`config.mk`:
```
export PLATFORM = sky130hd
export DESIGN_NAME = intr_ctl_regs
export DESIGN_NICKNAME = d
export VERILOG_FILES = /design/src/rtl/intr_ctl_pkg.sv /design/src/rtl/intr_ctl_pending.sv /design/src/rtl/intr_ctl_state.sv /design/src/rtl/intr_ctl_rdmux.sv /design/src/rtl/intr_ctl_regs.sv
export SDC_FILE = /design/constraint.sdc
export NUM_CORES = 1
export LEC_CHECK = 0
export CAP_MARGIN = 0
export CELL_PAD_IN_SITES_DETAIL_PLACEMENT = 1
export CELL_PAD_IN_SITES_GLOBAL_PLACEMENT = 2
export CORE_MARGIN = 8
export CORE_UTILIZATION = 35
export CTS_BUF_LIST = sky130_fd_sc_hd__clkbuf_8
export DETAILED_ROUTE_END_ITERATION = 16
export DONT_BUFFER_PORTS = 1
export PLACE_DENSITY_LB_ADDON = 0.1
export SYNTH_ARGS = -nofsm -noshare
export SYNTH_HDL_FRONTEND = slang
export SYNTH_HIERARCHICAL = 1
export SYNTH_SLANG_ARGS = --single-unit
```
`constraint.sdc`:
```
create_clock -name clk -period 0.95 [get_ports clk]
set_input_delay 0.0475 -clock clk [delete_from_list [all_inputs] [get_ports clk]]
set_output_delay 0.0475 -clock clk [all_outputs]
set_load 0.005 [all_outputs]
```
`src/rtl/intr_ctl_pkg.sv`:
```
package intr_ctl_pkg;
    localparam int IDX_W       = 3;
    localparam int IDX_STATUS  = 0;
    localparam int IDX_SHADOW  = 1;
    localparam int IDX_MASK    = 3;
    localparam int IDX_PENDING = 4;
    localparam int GIE_BIT     = 0;
endpackage

```
`src/rtl/intr_ctl_pending.sv`:
```
module intr_ctl_pending #(
    parameter int N_SRC = 8
) (
    input  logic             clk,
    input  logic             rst_n,
    input  logic [N_SRC-1:0] req_i,
    output logic [N_SRC-1:0] pend_o
);
    typedef struct packed {
        logic [N_SRC-1:0] pend;
    } pend_state_t;

    pend_state_t st_d, st_q;

    always_comb begin
        st_d      = st_q;
        st_d.pend = req_i;
    end

    always_ff @(posedge clk or negedge rst_n) begin
        if (!rst_n) st_q <= '0;
        else        st_q <= st_d;
    end

    assign pend_o = st_q.pend;


    pend_tracks_req_chk: assert property (@(posedge clk) disable iff (!rst_n)
        1'b1 |=> pend_o == $past(req_i));
endmodule

```
`src/rtl/intr_ctl_state.sv`:
```
module intr_ctl_state
    import intr_ctl_pkg::*;
#(
    parameter int N_SRC  = 8,
    parameter int XLEN   = 32,
    parameter int STAT_W = 8
) (
    input  logic             clk,
    input  logic             rst_n,
    input  logic [IDX_W-1:0] idx_i,
    input  logic             we_i,
    input  logic [XLEN-1:0]  wdata_i,
    input  logic             enter_i,
    input  logic             ret_i,
    output logic [STAT_W-1:0] status_o,
    output logic [STAT_W-1:0] shadow_o,
    output logic [N_SRC-1:0]  mask_o
);
    typedef struct packed {
        logic [STAT_W-1:0] status;
        logic [STAT_W-1:0] shadow;
        logic [N_SRC-1:0]  mask;
    } ctl_state_t;

    ctl_state_t st_d, st_q;
    logic       strobe;
    logic       wr_status, wr_shadow, wr_mask;

    always_comb begin
        strobe    = enter_i | ret_i;
        wr_status = we_i && (int'(idx_i) == IDX_STATUS);
        wr_shadow = we_i && (int'(idx_i) == IDX_SHADOW);
        wr_mask   = we_i && (int'(idx_i) == IDX_MASK);

        st_d = st_q;
        if (wr_mask) st_d.mask = wdata_i[N_SRC-1:0];

        if (enter_i) begin
            st_d.shadow          = st_q.status;
            st_d.status          = st_q.status;
            st_d.status[GIE_BIT] = 1'b0;
        end else if (ret_i) begin
            st_d.status = st_q.shadow;
        end

        if (!strobe) begin
            if (wr_status) st_d.status = wdata_i[STAT_W-1:0];
            if (wr_shadow) st_d.shadow = wdata_i[STAT_W-1:0];
        end
    end

    always_ff @(posedge clk or negedge rst_n) begin
        if (!rst_n) st_q <= '0;
        else        st_q <= st_d;
    end

    assign status_o = st_q.status;
    assign shadow_o = st_q.shadow;
    assign mask_o   = st_q.mask;


    entry_clears_gie_chk: assert property (@(posedge clk) disable iff (!rst_n)
        enter_i |=> !status_o[GIE_BIT]);

    entry_saves_status_chk: assert property (@(posedge clk) disable iff (!rst_n)
        enter_i |=> shadow_o == $past(status_o));

    return_restores_chk: assert property (@(posedge clk) disable iff (!rst_n)
        (ret_i && !enter_i) |=> status_o == $past(shadow_o));

    strobe_blocks_write_chk: assert property (@(posedge clk) disable iff (!rst_n)
        (enter_i && we_i && int'(idx_i) == IDX_STATUS) |=> !status_o[GIE_BIT]);
endmodule

```
`src/rtl/intr_ctl_rdmux.sv`:
```
module intr_ctl_rdmux
    import intr_ctl_pkg::*;
#(
    parameter int N_SRC  = 8,
    parameter int XLEN   = 32,
    parameter int STAT_W = 8
) (
    input  logic [IDX_W-1:0]  idx_i,
    input  logic [STAT_W-1:0] status_i,
    input  logic [STAT_W-1:0] shadow_i,
    input  logic [N_SRC-1:0]  mask_i,
    input  logic [N_SRC-1:0]  pend_i,
    output logic [XLEN-1:0]   rdata_o
);
    always_comb begin
        rdata_o = '0;
        case (int'(idx_i))
            IDX_STATUS:  rdata_o[STAT_W-1:0] = status_i;
            IDX_SHADOW:  rdata_o[STAT_W-1:0] = shadow_i;
            IDX_MASK:    rdata_o[N_SRC-1:0]  = mask_i;
            IDX_PENDING: rdata_o[N_SRC-1:0]  = pend_i;
            default:     rdata_o             = '0;
        endcase
    end
endmodule

```
`src/rtl/intr_ctl_regs.sv`:
```
module intr_ctl_regs
    import intr_ctl_pkg::*;
#(
    parameter int N_SRC  = 8,
    parameter int XLEN   = 32,
    parameter int STAT_W = 8
) (
    input  logic             clk,
    input  logic             rst_n,
    input  logic [N_SRC-1:0] dev_req_i,
    input  logic [2:0]       csr_idx_i,
    input  logic             csr_we_i,
    input  logic [XLEN-1:0]  csr_wdata_i,
    output logic [XLEN-1:0]  csr_rdata_o,
    input  logic             enter_i,
    input  logic             ret_i,
    output logic             irq_take_o
);
    logic [STAT_W-1:0] status, shadow;
    logic [N_SRC-1:0]  mask, pend;

    intr_ctl_pending #(.N_SRC(N_SRC)) u_pend (
        .clk    (clk),
        .rst_n  (rst_n),
        .req_i  (dev_req_i),
        .pend_o (pend)
    );

    intr_ctl_state #(.N_SRC(N_SRC), .XLEN(XLEN), .STAT_W(STAT_W)) u_state (
        .clk      (clk),
        .rst_n    (rst_n),
        .idx_i    (csr_idx_i),
        .we_i     (csr_we_i),
        .wdata_i  (csr_wdata_i),
        .enter_i  (enter_i),
        .ret_i    (ret_i),
        .status_o (status),
        .shadow_o (shadow),
        .mask_o   (mask)
    );

    intr_ctl_rdmux #(.N_SRC(N_SRC), .XLEN(XLEN), .STAT_W(STAT_W)) u_rd (
        .idx_i    (csr_idx_i),
        .status_i (status),
        .shadow_i (shadow),
        .mask_i   (mask),
        .pend_i   (pend),
        .rdata_o  (csr_rdata_o)
    );

    assign irq_take_o = status[GIE_BIT] & (|(pend & mask));


    take_needs_source_chk: assert property (@(posedge clk) disable iff (!rst_n)
        irq_take_o |-> ($past(dev_req_i) & mask) != '0);

    entry_beats_return_chk: assert property (@(posedge clk) disable iff (!rst_n)
        (enter_i && ret_i) |=> !irq_take_o);
endmodule

```
==> results of run 1 <==
==> logic make-up (layout without fill, tap and decap cells) <==
logic type	count (synthesis)	after routing	share of synthesized area, %
AOI/OAI and AO/OA	30	30	14.0
buffers and inverters	32	54	12.6
DFF	32	32	43.6
muxes	32	32	19.2
other	1	24	0.204
and+or+nand+nor	35	35	10.4
==> worst max-delay path, stage by stage (launching register included) <==
cell	delay, ps
dfrtp_1	400
mux2_4	280
a21oi_4	120
o21ai_2	80
==> how the worst min path moves through the flow <==
stage          depth (start not counted)  slack [ps]             endpoint     from
2_1_floorplan                          0        -250     u_pend/pend_o[0]    rst_n
3_3_place_gp                           0        -250  u_state/shadow_o[7]    rst_n
3_5_place_dp                           0        -250  u_state/shadow_o[7]    rst_n
4_1_cts                                2          20  u_state/status_o[3]  enter_i
5_1_grt                                2          20  u_state/status_o[4]  enter_i
6_report                               2          30  u_state/status_o[7]  enter_i
==> what timing repair did <==
action	in CTS	in global routing
setup endpoints to repair	17	23
pin swaps	4	4
setup buffers	2	4
endpoints found under the hold margin	64	0
gates resized for setup	31	30
hold buffers	19	0
==> per-layer routing <==
metal / up-vias / routed length [um] / track usage (%)
met5: - / 0 / 0
met4: 0 / 58 / 5.07
met3: 7 / 310 / 4.18
met2: 32 / 2860 / 25.3
met1: 698 / 2170 / 15.7
li1: 635 / - / -
==> power by group <==
| part | switching (uW) | total [uW] | leakage [uW] | internal, uW |
|---|---|---|---|---|
| logic | 587 | 1680 | 0.000677 | 1100 |
| clock network | 516 | 1280 | 0.0000593 | 767 |
| registers | 204 | 1840 | 0.000361 | 1630 |
==> stage by stage <==
step	util, %	hold slack, ps	cells	total power (uW)
2_1_floorplan	-	-248	185	2520
3_3_place_gp	38.8	-247	244	2810
3_5_place_dp	38.8	-247	244	2850
4_1_cts	48.2	16.2	273	4560
5_1_grt	51.4	20.5	277	5050
6_report	51.4	32.2	277	4800
==> state kept, by name (all words and copies together), names as in the netlist <==
signal,flops
u_pend/pend_o,8
u_state/mask_o,8
u_state/shadow_o,8
u_state/status_o,8
==> final cells by class <==
type / count / area, sq um
Clock buffer: 5 / 68.8
Clock inverter: 3 / 38.8
Fill cell: 551 / 2470
Inverter: 2 / 8.76
Multi-Input combinational cell: 121 / 1140
Sequential cell: 32 / 801
Tap cell: 70 / 87.6
Timing Repair Buffer: 44 / 468
==> Yosys cell counts (all sizes together) <==
| cell type | number |
|---|---|
| a21oi | 2 |
| a22oi | 4 |
| a2bb2oi | 7 |
| a311oi | 1 |
| a41oi | 1 |
| buf | 28 |
| clkbuf | 2 |
| clkinv | 1 |
| conb | 1 |
| dfrtp | 32 |
| inv | 1 |
| mux2 | 25 |
| mux2i | 7 |
| nand2 | 16 |
| nand3 | 1 |
| nand4b | 2 |
| nor2 | 9 |
| nor3 | 1 |
| nor3b | 2 |
| nor4b | 1 |
| o21ai | 1 |
| o221ai | 7 |
| o22a | 7 |
| or2 | 1 |
| or2b | 1 |
| or4b | 1 |
==> run_results.csv, run 1 <==
group,metric,value,unit
sta,drv_slew,0,
power_and_ir_drop,p_leak,0.00110,uW
sta,timing_hold_violations_final,0,
sta,final.setup.tns,-3120,ps
floorplan,die_h,88.4,um
routing,wl,5390,um
routing,drc_errors,0,
final_layout,layout-drive-gt1-share,43.5,%
setup_path,regToRegEndpoint,"u_state/shadow_o[5]",
floorplan,chipWidth,88.4,um
setup_path,end_kind,"output port",
placement,place_ws,-165,ps
synthesis,synth_top_area_cell,"dfrtp_1",
setup_path,cp_max_fo,2,
status,violations,"setup timing",
setup_path,crit_type,"reg -> out",
synthesis,ys_warn_count,6,
setup_path,rr_worst_depth,3,
placement,place_congestion,0.725,
grt,antenna_found_initial,0,
clock_network,clock_latency,290,ps
setup_path,reg2reg_from,"u_state/shadow_o[5]",
placement,post-dp-hpwl,3640,um
setup_path,start_kind,"flip-flop",
setup_path,arrival,1180,ps
setup_path,required,900,ps
floorplan,start_util,36.2,%
synthesis,synth-seq-cells,32,
clock_network,root_buffer,"clkbuf_8",
sta,clock.fmax,0.817,GHz
final_layout,antenna_cells,0,
power_and_ir_drop,peakVddDrop,857,uV
sta,final-setup-viol-count,18,
synthesis,yosys-top-cells-area,"dfrtp_1 44%, mux2_2 15%, buf_4 9.8%",
grt,grtUsageTotal,14.3,%
synthesis,yosysSeqAreaShare,43.6,%
routing,ant_nets,0,
grt,grt_pass1_wl,8230,um
setup_path,cp-endpoint,"csr_rdata_o[1]",
clock_network,cts_inserted_buffers,5,
sta,layout_setup_ws,-273,ps
grt,grt_max_degree,33,
routing,post_drt_wl_per_cell,19.5,um
synthesis,synth_cells,162,
sta,min_period_over_period,129,%
clock_network,clk_path_buf_depth,2,
clock_network,h-tree-depth,2,
floorplan,die_area,7820,sq um
clock_network,cts.reportedPaths.clkPinSlew,70,ps
floorplan,coreArea,5070,sq um
sta,finClkSkew,3.68,ps
synthesis,netlist_area,1840,sq um
final_layout,area_growth,42.1,%
setup_path,crit_start,"u_state/mask_o[1]",
min_path,min_path_type,"in -> reg",
routing,drt_iter0_markers,14,
final_layout,final_cell_mix,"32 x dfrtp_1, 24 x conb_1, 18 x dlygate4sd3_1, 18 x buf_6, 16 x nand2_1",
routing,via_per_inst,4.95,
grt,grt_overflow_total,0,
final_layout,final_area,2610,sq um
sta,rsz0062_at_grt,"true",
floorplan,row_count,26,
synthesis,synth_top_area_share,43.6,%
setup_path,r2r_slack,-210,ps
synthesis,syn-mean-instance-area,11.3,sq um
placement,place_area,1970,sq um
placement,numPortBuffers,0,
clock_network,clkSinkCount,32,
power_and_ir_drop,cellPowerDensity,1840,nW/um^2
clock_network,cts_tree,"done",
status,status,"complete, but fails checks",
floorplan,ios,81,
routing,via_count,1372,
final_layout,final_common_cell,"dfrtp_1",
sta,period_minus_slack,1220,ps
routing,first_pass_iters,3,
synthesis,synth_cell_types,32,
grt,grt_pass1_vias,1532,
final_layout,fin_nets,254,
job,drv_cap,0,
Power figures use the tool's default switching activity.
==> inputs of run 2 (changes only) <==
Settings changed: REMOVE_ABC_BUFFERS from default to 1.
==> run_results.csv, run 2 (synthesis results as in run 1) <==
group,metric,value,unit
setup_path,reg2reg_from,"u_state/status_o[4]",
power_and_ir_drop,power,4370,uW
grt,grt_overflow_total,0,
routing,first_pass_iters,4,
sta,timing_hold_violations_final,0,
final_layout,area_growth,36.7,%
sta,final-setup-viol-count,19,
min_path,min_path_type,"in -> reg",
routing,drc_errors,0,
sta,min_period_over_period,127,%
floorplan,row_count,26,
sta,period_minus_slack,1210,ps
clock_network,cts_tree,"done",
placement,dp_cells,248,
status,status,"complete, but fails checks",
routing,wl,5470,um
sta,finClkSkew,0.932,ps
floorplan,die_h,88.4,um
status,violations,"setup timing",
clock_network,clkSinkCount,32,
grt,grtUsageTotal,14.2,%
grt,use_met3,5.01,%
min_path,hp-start,"enter_i",
clock_network,root_buffer,"clkbuf_8",
sta,rsz0062_at_grt,"true",
job,drv_cap,0,
sta,drv_slew,0,
final_layout,fin_nets,257,
grt,grt.busiest_layer,"met2",
final_layout,final_cell_mix,"32 x dfrtp_1, 24 x conb_1, 18 x dlygate4sd3_1",
setup_path,crit_start,"u_state/mask_o[1]",
floorplan,coreArea,5070,sq um
final_layout,layout-drive-gt1-share,41.1,%
sta,clock.fmax,0.829,GHz
placement,post-dp-hpwl,3680,um
placement,numPortBuffers,0,
final_layout,postLayoutCoreUtil,49.4,%
final_layout,final_area,2510,sq um
placement,place_congestion,0.719,
grt,antenna_found_initial,0,
final_layout,antenna_cells,0,
sta,worst_pin_slew,612,ps
final_layout,finalNonFillerCells,277,
floorplan,ios,81,
routing,drt_iter0_markers,38,
clock_network,cts_inserted_buffers,5,
routing,post_drt_wl_per_cell,19.8,um
setup_path,crit_type,"reg -> out",
clock_network,clk_path_buf_depth,2,
sta,layout_setup_ws,-256,ps
grt,grtUsageMet2,24.1,%
grt,grt_pass1_vias,1503,
min_path,holdPathStages,2,
clock_network,cts.reportedPaths.clkPinSlew,60,ps
setup_path,rr_worst_depth,3,
sta,relSlewSlack,59.0,%
grt,grt_max_degree,33,
final_layout,final_common_cell,"dfrtp_1",
power_and_ir_drop,cellPowerDensity,1740,nW/um^2
floorplan,start_util,36.2,%
floorplan,chipWidth,88.4,um
setup_path,required,900,ps
routing,ant_nets,0,
sta,timing.hold.ws,51.8,ps
clock_network,clock_latency,270,ps
setup_path,arrival,1160,ps
grt,grt_pass1_wl,8340,um
floorplan,die_area,7820,sq um
clock_network,h-tree-depth,2,
setup_path,end_kind,"output port",
setup_path,cp_max_fo,3,
grt,use_met1,16.3,%
routing,via_count,1434,
setup_path,start_kind,"flip-flop",
routing,via_per_inst,5.18,
placement,place_area,1970,sq um
power_and_ir_drop,peakVddDrop,1240,uV
power_and_ir_drop,p_leak,0.00105,uW
run 2: critical path: stages, from the launching register on:
cell and delay [ps]:
dfrtp_1 410, mux2_4 280, a21oi_4 120, o21ai_2 80
run 2: power breakdown:
| part | switching (uW) | internal (uW) |
|---|---|---|
| combinational | 571 | 1060 |
| sequential | 212 | 1630 |
| clock | 421 | 471 |
run 2: stage by stage:
step | setup TNS [ps] | worst slack, ps
finish | -2730 | -256
global route | -3380 | -313
detailed placement | -1880 | -196
CTS | -2630 | -275
floorplan | -774 | -64.1
global placement | -1470 | -159
run 2: cell type report:
class / instances / area [sq um]
fill: 560 / 2570
tap: 70 / 87.6
clock buffer: 5 / 68.8
inverter: 2 / 7.51
timing repair buffer: 47 / 479
multi-input combinational: 121 / 1060
sequential: 32 / 801
run 2: path summary, 6_finish.rpt:
check	endpoint	slack, ps
max in group asynchronous	u_state/status_o[1]	540
min	u_state/status_o[2]	50
min reg2reg	u_state/mask_o[6]	550
min in group asynchronous	u_pend/pend_o[0]	230
max	csr_rdata_o[1]	-260
max reg2reg	u_state/shadow_o[4]	-210
run 2: what timing repair did:
action / in CTS / in global routing
hold buffers: 19 / 0
pin swaps: 3 / 3
endpoints found under the hold margin: 64 / 0
setup endpoints to repair: 17 / 25
resized for setup: 21 / 28
cloned: 0 / 0
setup buffers: 1 / 4
run 2: per-layer routing:
layer  part of all wire [%]  up-vias
li1                       -      643
met1                     41      738
met2                     49       47
met3                    9.1        6
met4                    1.1        0
met5                      0        -
